$ cat config.mk
export PLATFORM = sky130hd
export DESIGN_NAME = core_pipe5
export DESIGN_NICKNAME = d
export VERILOG_FILES = /design/src/rtl/core_pkg.sv /design/src/rtl/core_regfile.sv /design/src/rtl/core_hazard.sv /design/src/rtl/core_alu.sv /design/src/rtl/core_pipe5.sv
export SDC_FILE = /design/constraint.sdc
export NUM_CORES = 1
export LEC_CHECK = 0
export ABC_AREA = 1
export BUFFER_PORTS_ARGS = -buffer_cell sky130_fd_sc_hd__buf_2
export CELL_PAD_IN_SITES_DETAIL_PLACEMENT = 1
export CELL_PAD_IN_SITES_GLOBAL_PLACEMENT = 1
export CORE_ASPECT_RATIO = 1.4
export CORE_UTILIZATION = 42
export DETAILED_ROUTE_END_ITERATION = 8
export PLACE_DENSITY_LB_ADDON = 0.1
export SETUP_SLACK_MARGIN = 0.3
export SKIP_LAST_GASP = 1
export SLEW_MARGIN = 10
export SYNTH_ARGS = -nofsm -noshare
export SYNTH_HDL_FRONTEND = slang
export SYNTH_SLANG_ARGS = --single-unit
$ cat constraint.sdc
create_clock -name clk -period 3.05 [get_ports clk]
set_input_delay 0 -clock clk [delete_from_list [all_inputs] [get_ports clk]]
set_output_delay 0 -clock clk [all_outputs]
set_load 0.005 [all_outputs]
$ cat src/rtl/core_pkg.sv
package core_pkg;
  localparam int IW = 25;

  localparam logic [2:0] OP_ADD  = 3'd0;
  localparam logic [2:0] OP_NAND = 3'd1;
  localparam logic [2:0] OP_LW   = 3'd2;
  localparam logic [2:0] OP_SW   = 3'd3;
  localparam logic [2:0] OP_BEQ  = 3'd4;
  localparam logic [2:0] OP_HALT = 3'd6;
  localparam logic [2:0] OP_NOP  = 3'd7;

  function automatic logic [2:0] f_op(input logic [IW-1:0] w);
    return w[24:22];
  endfunction

  function automatic logic [2:0] f_ra(input logic [IW-1:0] w);
    return w[21:19];
  endfunction

  function automatic logic [2:0] f_rb(input logic [IW-1:0] w);
    return w[18:16];
  endfunction

  // destination field depends on opcode: loads use field B, ALU ops bits 2:0
  function automatic logic [2:0] f_dest(input logic [IW-1:0] w);
    return (w[24:22] == OP_LW) ? w[18:16] : w[2:0];
  endfunction

  function automatic logic f_wr(input logic [2:0] op);
    return (op == OP_ADD) || (op == OP_NAND) || (op == OP_LW);
  endfunction
endpackage

$ cat src/rtl/core_regfile.sv
module core_regfile #(
  parameter int XLEN = 32,
  parameter int NREG = 8
) (
  input  logic                      clk,
  input  logic                      rst_n,
  input  logic                      we,
  input  logic [2:0]                wa,
  input  logic [XLEN-1:0]           wd,
  input  logic [1:0][2:0]           ra,
  output logic [1:0][XLEN-1:0]      rd
);
  logic [XLEN-1:0] regs [NREG];

  always_ff @(posedge clk or negedge rst_n) begin
    if (!rst_n) begin
      for (int i = 0; i < NREG; i++) regs[i] <= '0;
    end else if (we) begin
      regs[wa] <= wd;
    end
  end

  // write-through: a value being written back is visible to decode now
  for (genvar p = 0; p < 2; p++) begin : g_rd
    assign rd[p] = (we && (wa == ra[p])) ? wd : regs[ra[p]];
  end
endmodule

$ cat src/rtl/core_hazard.sv
module core_hazard import core_pkg::*; (
  input  logic            fd_v,
  input  logic [2:0]      fd_ra,
  input  logic [2:0]      fd_rb,
  input  logic            de_v,
  input  logic [2:0]      de_op,
  input  logic [2:0]      de_ra,
  input  logic [2:0]      de_rb,
  input  logic            em_fwd,
  input  logic [2:0]      em_dest,
  input  logic            mw_fwd,
  input  logic [2:0]      mw_dest,
  output logic            ld_stall,
  output logic [1:0][1:0] sel
);
  logic [1:0][2:0] src;
  assign src[0] = de_ra;
  assign src[1] = de_rb;

  // 1 = from EX/MEM (younger), 2 = from MEM/WB, 0 = decode copy
  for (genvar p = 0; p < 2; p++) begin : g_sel
    assign sel[p] = (em_fwd && em_dest == src[p]) ? 2'd1 :
                    (mw_fwd && mw_dest == src[p]) ? 2'd2 : 2'd0;
  end

  assign ld_stall = fd_v && de_v && (de_op == OP_LW) &&
                    ((fd_ra == de_rb) || (fd_rb == de_rb));
endmodule

$ cat src/rtl/core_alu.sv
module core_alu import core_pkg::*; #(
  parameter int XLEN = 32
) (
  input  logic [2:0]      op,
  input  logic [XLEN-1:0] a,
  input  logic [XLEN-1:0] b,
  input  logic [XLEN-1:0] off,
  input  logic [XLEN-1:0] pc1,
  output logic [XLEN-1:0] res,
  output logic            take,
  output logic [XLEN-1:0] tgt
);
  always_comb begin
    unique case (op)
      OP_NAND:      res = ~(a & b);
      OP_LW, OP_SW: res = a + off;
      default:      res = a + b;
    endcase
  end

  assign take = (op == OP_BEQ) && (a == b);
  assign tgt  = pc1 + off;
endmodule

$ cat src/rtl/core_pipe5.sv
module core_pipe5 import core_pkg::*; #(
  parameter int XLEN = 32
) (
  input  logic            clk,
  input  logic            rst_n,
  output logic [XLEN-1:0] imem_addr,
  input  logic [IW-1:0]   imem_data,
  output logic            dmem_en,
  output logic            dmem_we,
  output logic [XLEN-1:0] dmem_addr,
  output logic [XLEN-1:0] dmem_wdata,
  input  logic [XLEN-1:0] dmem_rdata,
  output logic            ret_valid,
  output logic [XLEN-1:0] ret_pc,
  output logic            ret_we,
  output logic [2:0]      ret_dest,
  output logic [XLEN-1:0] ret_data,
  output logic            done
);
  localparam int OFFW = 16;

  logic [XLEN-1:0] pc;
  logic            stop_q, done_q;

  logic            fd_v;
  logic [IW-1:0]   fd_ins;
  logic [XLEN-1:0] fd_pc1;

  logic            de_v;
  logic [IW-1:0]   de_ins;
  logic [XLEN-1:0] de_pc1, de_a, de_b;

  logic            em_v, em_take;
  logic [2:0]      em_op, em_dest;
  logic [XLEN-1:0] em_res, em_sd, em_tgt, em_pc1;

  logic            mw_v, mw_we;
  logic [2:0]      mw_op, mw_dest;
  logic [XLEN-1:0] mw_data, mw_pc1;

  logic [1:0][XLEN-1:0] id_rd;
  logic [1:0][1:0]      fsel;
  logic [1:0][XLEN-1:0] ex_opnd;
  logic                 ld_stall, flush, stall, halt_id, fetch_off;
  logic [XLEN-1:0]      ex_off, alu_res, alu_tgt;
  logic                 alu_take;

  core_regfile #(.XLEN(XLEN), .NREG(8)) u_rf (
    .clk (clk), .rst_n (rst_n),
    .we  (mw_v && mw_we), .wa (mw_dest), .wd (mw_data),
    .ra  ({f_rb(fd_ins), f_ra(fd_ins)}), .rd (id_rd)
  );

  core_hazard u_hz (
    .fd_v (fd_v), .fd_ra (f_ra(fd_ins)), .fd_rb (f_rb(fd_ins)),
    .de_v (de_v), .de_op (f_op(de_ins)), .de_ra (f_ra(de_ins)), .de_rb (f_rb(de_ins)),
    .em_fwd (em_v && (em_op == OP_ADD || em_op == OP_NAND)), .em_dest (em_dest),
    .mw_fwd (mw_v && mw_we), .mw_dest (mw_dest),
    .ld_stall (ld_stall), .sel (fsel)
  );

  logic [1:0][XLEN-1:0] de_rf;
  assign de_rf[0] = de_a;
  assign de_rf[1] = de_b;

  for (genvar p = 0; p < 2; p++) begin : g_opnd
    assign ex_opnd[p] = (fsel[p] == 2'd1) ? em_res :
                        (fsel[p] == 2'd2) ? mw_data : de_rf[p];
  end

  assign ex_off = {{(XLEN-OFFW){de_ins[OFFW-1]}}, de_ins[OFFW-1:0]};

  core_alu #(.XLEN(XLEN)) u_alu (
    .op (f_op(de_ins)), .a (ex_opnd[0]), .b (ex_opnd[1]), .off (ex_off),
    .pc1 (de_pc1), .res (alu_res), .take (alu_take), .tgt (alu_tgt)
  );

  assign flush     = em_v && em_take;
  assign stall     = ld_stall && !flush;
  assign halt_id   = fd_v && (f_op(fd_ins) == OP_HALT);
  assign fetch_off = halt_id || stop_q;

  // fetch and IF/ID
  always_ff @(posedge clk or negedge rst_n) begin
    if (!rst_n) begin
      pc <= '0; stop_q <= 1'b0;
      fd_v <= 1'b0; fd_ins <= '0; fd_pc1 <= '0;
    end else if (flush) begin
      pc <= em_tgt; stop_q <= 1'b0; fd_v <= 1'b0;
    end else if (!stall) begin
      if (halt_id) stop_q <= 1'b1;
      if (!fetch_off) pc <= pc + 1'b1;
      fd_v   <= !fetch_off;
      fd_ins <= imem_data;
      fd_pc1 <= pc + 1'b1;
    end
  end

  // ID/EX
  always_ff @(posedge clk or negedge rst_n) begin
    if (!rst_n) begin
      de_v <= 1'b0; de_ins <= '0; de_pc1 <= '0; de_a <= '0; de_b <= '0;
    end else if (flush || stall) begin
      de_v <= 1'b0;
    end else begin
      de_v <= fd_v; de_ins <= fd_ins; de_pc1 <= fd_pc1;
      de_a <= id_rd[0]; de_b <= id_rd[1];
    end
  end

  // EX/MEM
  always_ff @(posedge clk or negedge rst_n) begin
    if (!rst_n) begin
      em_v <= 1'b0; em_take <= 1'b0; em_op <= OP_NOP; em_dest <= '0;
      em_res <= '0; em_sd <= '0; em_tgt <= '0; em_pc1 <= '0;
    end else if (flush) begin
      em_v <= 1'b0;
    end else begin
      em_v    <= de_v;
      em_take <= alu_take;
      em_op   <= f_op(de_ins);
      em_dest <= f_dest(de_ins);
      em_res  <= alu_res;
      em_sd   <= ex_opnd[1];
      em_tgt  <= alu_tgt;
      em_pc1  <= de_pc1;
    end
  end

  assign dmem_en    = em_v && (em_op == OP_LW || em_op == OP_SW);
  assign dmem_we    = em_v && (em_op == OP_SW);
  assign dmem_addr  = em_res;
  assign dmem_wdata = em_sd;

  // MEM/WB
  always_ff @(posedge clk or negedge rst_n) begin
    if (!rst_n) begin
      mw_v <= 1'b0; mw_we <= 1'b0; mw_op <= OP_NOP; mw_dest <= '0;
      mw_data <= '0; mw_pc1 <= '0; done_q <= 1'b0;
    end else begin
      mw_v    <= em_v;
      mw_we   <= em_v && f_wr(em_op);
      mw_op   <= em_op;
      mw_dest <= em_dest;
      mw_data <= (em_op == OP_LW) ? dmem_rdata : em_res;
      mw_pc1  <= em_pc1;
      if (mw_v && mw_op == OP_HALT) done_q <= 1'b1;
    end
  end

  assign imem_addr = pc;
  assign ret_valid = mw_v;
  assign ret_pc    = mw_pc1 - 1'b1;
  assign ret_we    = mw_v && mw_we;
  assign ret_dest  = mw_dest;
  assign ret_data  = mw_data;
  assign done      = done_q || (mw_v && mw_op == OP_HALT);
endmodule

## After elaboration in Yosys (flattened, before gate mapping)

Cells that the tools add are included.

- Bitwise gates (word level): 7
- Add/subtract/negate cells: 5
- Eq/ne operators: 24
- Multiplexer cells: 32
- Reduce and logical (&&, ||, !) cells: 35
- $lt $le $gt $ge: 4

Operator list:

| cell | count |
|---|---|
| 2-to-1 mux 32 bit | 15 |
| bitwise mux 256 bit | 1 |
| binary-select mux 32 bit (select 3 bit) | 2 |
| adder 32 bit | 3 |
| demux 32 bit (select 3 bit) | 1 |
| one-hot mux 32 bit (2 select lines) | 1 |
| adder 32 x 1 -> 32 bit, second input constant | 1 |
| AND 32 bit | 1 |
| equality test 32 bit | 1 |
| NOT 32 bit | 1 |
| subtractor 32 x 1 -> 32 bit, second input constant | 1 |
| equality test 3 bit | 8 |
| logical AND 1 bit | 20 |
| equality test 3 x 2 -> 1 bit, second input constant | 4 |
| greater-or-equal comparator 4 bit, second input constant | 3 |
| NOT 3 -> 4 bit | 3 |
| equality test 3 bit, second input constant | 3 |
| 2-to-1 mux 2 bit | 4 |
| logical OR 1 bit | 7 |
| 2-to-1 mux 1 bit | 7 |
| equality test 3 x 1 -> 1 bit, second input constant | 2 |
| AND reduction 2 bit | 3 |
| equality test 2 x 1 -> 1 bit, second input constant | 2 |
| equality test 2 bit, second input constant | 2 |
| other kinds (8) | 11 |

- Input port bits: 59
- Flip-flop bits (word level): 678

## Depth between registers and ports, before layout

- Word-level depth: 11
- Depth in mapped cells: 29

## Modules after synthesis

From an unflattened synthesis, not the netlist that was laid out.

- Cells, all modules: 5,645
- Area total of the unflattened synthesis: 39,659.3 µm²

Modules (own cells, without submodules):

| module | sequential area each (µm²) | cells an instance | area each (µm²) | instances |
|---|---|---|---|---|
| core_pipe5 | 10,567.6 | 2,199 | 18,446.4 | 1 |
| core_regfile | 6,406.1 | 2,352 | 15,356.0 | 1 |
| core_alu | 0.0 | 1,026 | 5,550.3 | 1 |
| core_hazard | 0.0 | 68 | 306.5 | 1 |

## Least setup slack after synthesis

No wires, ideal clock.

- Kind: register -> register
- Start point: register em_op[1]
- End point: register em_res[22], in the netlist dmem_addr[22]
- Cell stages (with the launch flop): 25
- Arrival: 3,179 ps
- Setup time: 117 ps
- Required time: 2,933 ps
- Path slack: -247 ps
- Path buffers: 1
- Cells stage by stage: dfstp_2 inv_1 nand3_1 nor2_2 nand2_2 clkinv_4 nor2_8 inv_4 buf_4 o22ai_1 a21oi_2 nand2_1 nand2_1 ha_1 fa_1 inv_1 nor3_1 nor2_1 o21ai_0 a21oi_1 inv_1 nand2_1 nand3_1 nand3_1 nand2_1

RTL lines:

| item | line | text |
|---|---|---|
| start: declaration | core_pipe5.sv:34 | `logic [2:0] em_op, em_dest;` |
| start signal: assignment | core_pipe5.sv:121 | `em_op <= f_op(de_ins);` |
| end signal: assignment | core_pipe5.sv:123 | `em_res <= alu_res;` |
| end: declaration | core_pipe5.sv:35 | `logic [XLEN-1:0] em_res, em_sd, em_tgt, em_pc1;` |

==> results.py <==
metrics = {
    "run_status": {
        "status": "complete, but fails checks",
        "violations": "setup timing",
    },
    "run": {
        "maxCapViolCount": 0,
    },
    "cells_and_area": {
        "final_nets": 5375,
        "drive_gt1_frac": 0.201,
        "final_cells": 6435,
        "final_area_sq_mm": 0.0457,
        "n_antenna_cell": 0,
        "synthToLayoutAreaGrowth_pct": 24.2,
    },
    "placement": {
        "place_congestion": 0.981,
        "hpwl_microns": 114000,
        "dp.cells": 6215,
        "placed_cell_area_sq_mm": 0.0415,
        "io_buffers": 226,
    },
    "worst_setup_path": {
        "crit_top_cell": "nand2_2",
        "crit_cells": 24,
        "cp_num_buf_inv": 7,
        "ff2ff_setup_slack_ps": -310,
        "crit_family": "simple AND/OR/NAND/NOR gates",
        "reg2reg_depth": 24,
        "reg2reg_to": "dmem_addr[18]$_DFFE_PN0N_",
        "cp_slowest_cell": "dfrtp_1",
        "cp-start-kind": "flip-flop",
        "r2r_start": "em_dest[0]$_DFFE_PN0N_",
        "startpoint": "em_dest[0]$_DFFE_PN0N_",
        "crit_fanout": 14,
        "cp.required_ps": 3530,
        "arrival_ps": 3840,
        "critPathKind": "flip-flop to flip-flop",
        "cp-end-kind": "flip-flop",
        "slowest_delay_ps": 410,
        "worstPathCellList": "inv_2 -> nand2_1 -> nand2_2 -> nor2_2 -> nand2_2 -> buf_6 -> buf_12 -> o22ai_2 -> a21oi_2 -> inv_1 -> a21oi_1 -> ha_1 -> buf_4 -> nand2_2 -> inv_1 -> nand2_2 -> inv_1 -> nand2_1 -> nand2_2 -> nand3b_1 -> a21oi_2 -> o21ai_0 -> nand3_1 -> o21ai_0",
    },
    "pwr": {
        "p_leak_nw": 21.8,
        "ir_drop_mv": 0.538,
        "intPower_w": 0.0228,
        "sw_frac_of_total": 0.401,
        "p_clk_frac": 0.242,
        "power.switching_w": 0.0152,
        "p_total_w": 0.0380,
        "combPwrFrac": 0.378,
        "seqPwrFrac": 0.380,
        "power-per-cell-area_mw_per_mm2": 831,
    },
    "sta": {
        "finalCriticalPeriod_ps": 3360,
        "whs_ps": 98.0,
        "finalHoldViolations": 0,
        "finClkSkew_ps": 30.9,
        "fmax_ghz": 0.297,
        "setup_viol": 28,
        "worst_slack_ps": -313,
        "rsz0062_at_grt": "yes",
        "worstMarginPinSlew_ps": 1100,
        "slew_violations": 0,
        "finalCritPeriodShare": 1.10,
        "slew_headroom": 0.267,
    },
    "yosys": {
        "synth_warnings": 0,
        "ys_types": 62,
        "avgSynthCellArea_sq_um": 7.76,
        "synth-edff-count": 0,
        "synth-seq-cells": 678,
        "yosys.area.top_type": "dfrtp_1",
        "yosysMostFrequentCell": "nand2_1",
        "async_reset_ff_frac": 1.00,
        "syn_area_sq_mm": 0.0368,
        "ys_seq_area_frac": 0.462,
        "synth_cells": 4740,
        "synth_ff_type": "dfrtp_1",
        "synth_top_area_frac": 0.457,
        "syn_nets": 4897,
        "ys_top_cells_by_area": "dfrtp_1 (46%), nand2_1 (12%), o21ai_0 (11%)",
        "yosys-top-cells-count": "nand2_1 (1,197), o21ai_0 (772), dfrtp_1 (672)",
    },
    "clock_tree": {
        "clock_sinks": 678,
        "cts.path.max_buffers": 3,
        "cts-root-buf": "clkbuf_16",
        "cts_tree": "built",
        "htreeDepth": 3,
        "cts_made_buffers": 72,
        "path_clk_slew_ps": 60,
        "clk_latency_ps": 650,
    },
    "global_route": {
        "grt_pass1_vias": 38800,
        "antenna_found_initial": 1,
        "overflow": 0,
        "track_usage": 0.364,
        "grt_max_degree": 188,
        "grt_pass1_wl_microns": 242000,
    },
    "drt": {
        "vias": 36600,
        "firstDrtPassIters": 5,
        "drt_iter0_drc": 2307,
        "final_antenna_net_count": 0,
        "drt_wl_total_microns": 161000,
        "vias_per_cell": 5.69,
        "drc": 0,
        "wl_per_cell_microns": 25.0,
    },
    "floorplan": {
        "placementRows": 128,
        "chipWidth_microns": 252,
        "core_area_sq_mm": 0.0868,
        "start_util": 0.424,
        "die_height_microns": 352,
        "io_pins": 227,
        "dieArea_sq_mm": 0.0888,
    },
    "hold_path": {
        "hold_path.class": "input pin to async pin",
    },
}
[power groups by stage]
stage	Combinational [W]	Clock, W	Sequential (W)
CTS	0.0138	0.00931	0.0144
global route	0.0157	0.00963	0.0147
floorplan	0.00678	0	0.0135
finish	0.0143	0.00919	0.0144
global placement	0.0128	0	0.0144
detailed placement	0.0131	0	0.0145
[worst max path at each step]
stage / endpoint
after global placement: dmem_addr[8]$_DFFE_PN0N_
after floorplan: dmem_addr[22]$_DFFE_PN0N_
after CTS: dmem_addr[18]$_DFFE_PN0N_
after detailed placement: dmem_addr[8]$_DFFE_PN0N_
after global routing: dmem_addr[22]$_DFFE_PN0N_
final: dmem_addr[18]$_DFFE_PN0N_
[kinds of logic (layout without fill, tap and decap cells)]
logic type	after synthesis	in the layout	share of synthesized area
compound gates	1350	1350	0.202
mux	11	11	0.00337
fa+ha+maj	98	98	0.0338
buf+inv	598	1123	0.0653
xor+xnor	91	91	0.0217
flops	678	678	0.462
simple gates	1914	1914	0.212
[flip-flops by register name, indices dropped and copies added, names as in the netlist, 25 cells and up]
signal	cells
de_a	32
fd_ins	25
mw_pc1	32
u_rf.regs	256
de_b	32
dmem_addr	32
ret_data	32
de_pc1	32
em_tgt	32
dmem_wdata	32
em_pc1	32
fd_pc1	32
imem_addr	32
de_ins	25
[placed cells by master, fill, tap and decap left out, types with 32 or more instances in the layout]
master	synthesis	routed
nand2_1	1197	1153
o21ai_0	772	729
dfrtp_1	672	665
nor2_1	446	409
buf_4	8	351
inv_1	303	288
a21oi_1	273	233
buf_2	69	225
nand3_1	127	119
o22ai_1	118	106
ha_1	96	79
clkbuf_16	0	73
dlygate4sd3_1	0	58
a21oi_2	20	57
xor2_1	60	54
o21ai_1	23	53
o211ai_1	47	47
nand2_2	7	43
nor3_1	48	42
buf_12	0	32
[tightest hold or removal path, delay by kind of cell]
kind | cells | cell delay [ps]
buffers and inverters | 3 | 1080
[stage by stage]
stage	utilization	setup WS (ps)	TNS, ps
after floorplan	-	75.8	0
after global placement	0.479	-431	-7700
after detailed placement	0.479	-498	-9730
after CTS	0.520	-277	-5100
after global routing	0.526	-512	-11090
final	0.526	-313	-5750
[area by class of cell]
type,instances,area (sq um)
tap,1170,1460
multi-input combinational,3464,18500
sequential,678,17000
inverter,328,1260
fill,10700,41100
clock inverter,20,282
timing repair buffer,674,5100
clock buffer,101,2100
[repair_timing]
| action | CTS | global route |
|---|---|---|
| hold buffers | 59 | 0 |
| setup buffers | 15 | 25 |
| gates resized for setup | 119 | 117 |
| hold endpoints to repair | 578 | 0 |
| pin swaps | 24 | 42 |
| setup endpoints to repair | 33 | 48 |
[per-layer routing]
layer | routed length (microns) | track usage | vias up
met3 | 6600 | 0.0494 | 530
met2 | 80300 | 0.626 | 1033
met4 | 16100 | 0.312 | 2
met5 | 13 | 0 | -
met1 | 57900 | 0.392 | 18300
li1 | - | - | 16800
Note: power is estimated with default switching activity, not from simulation.
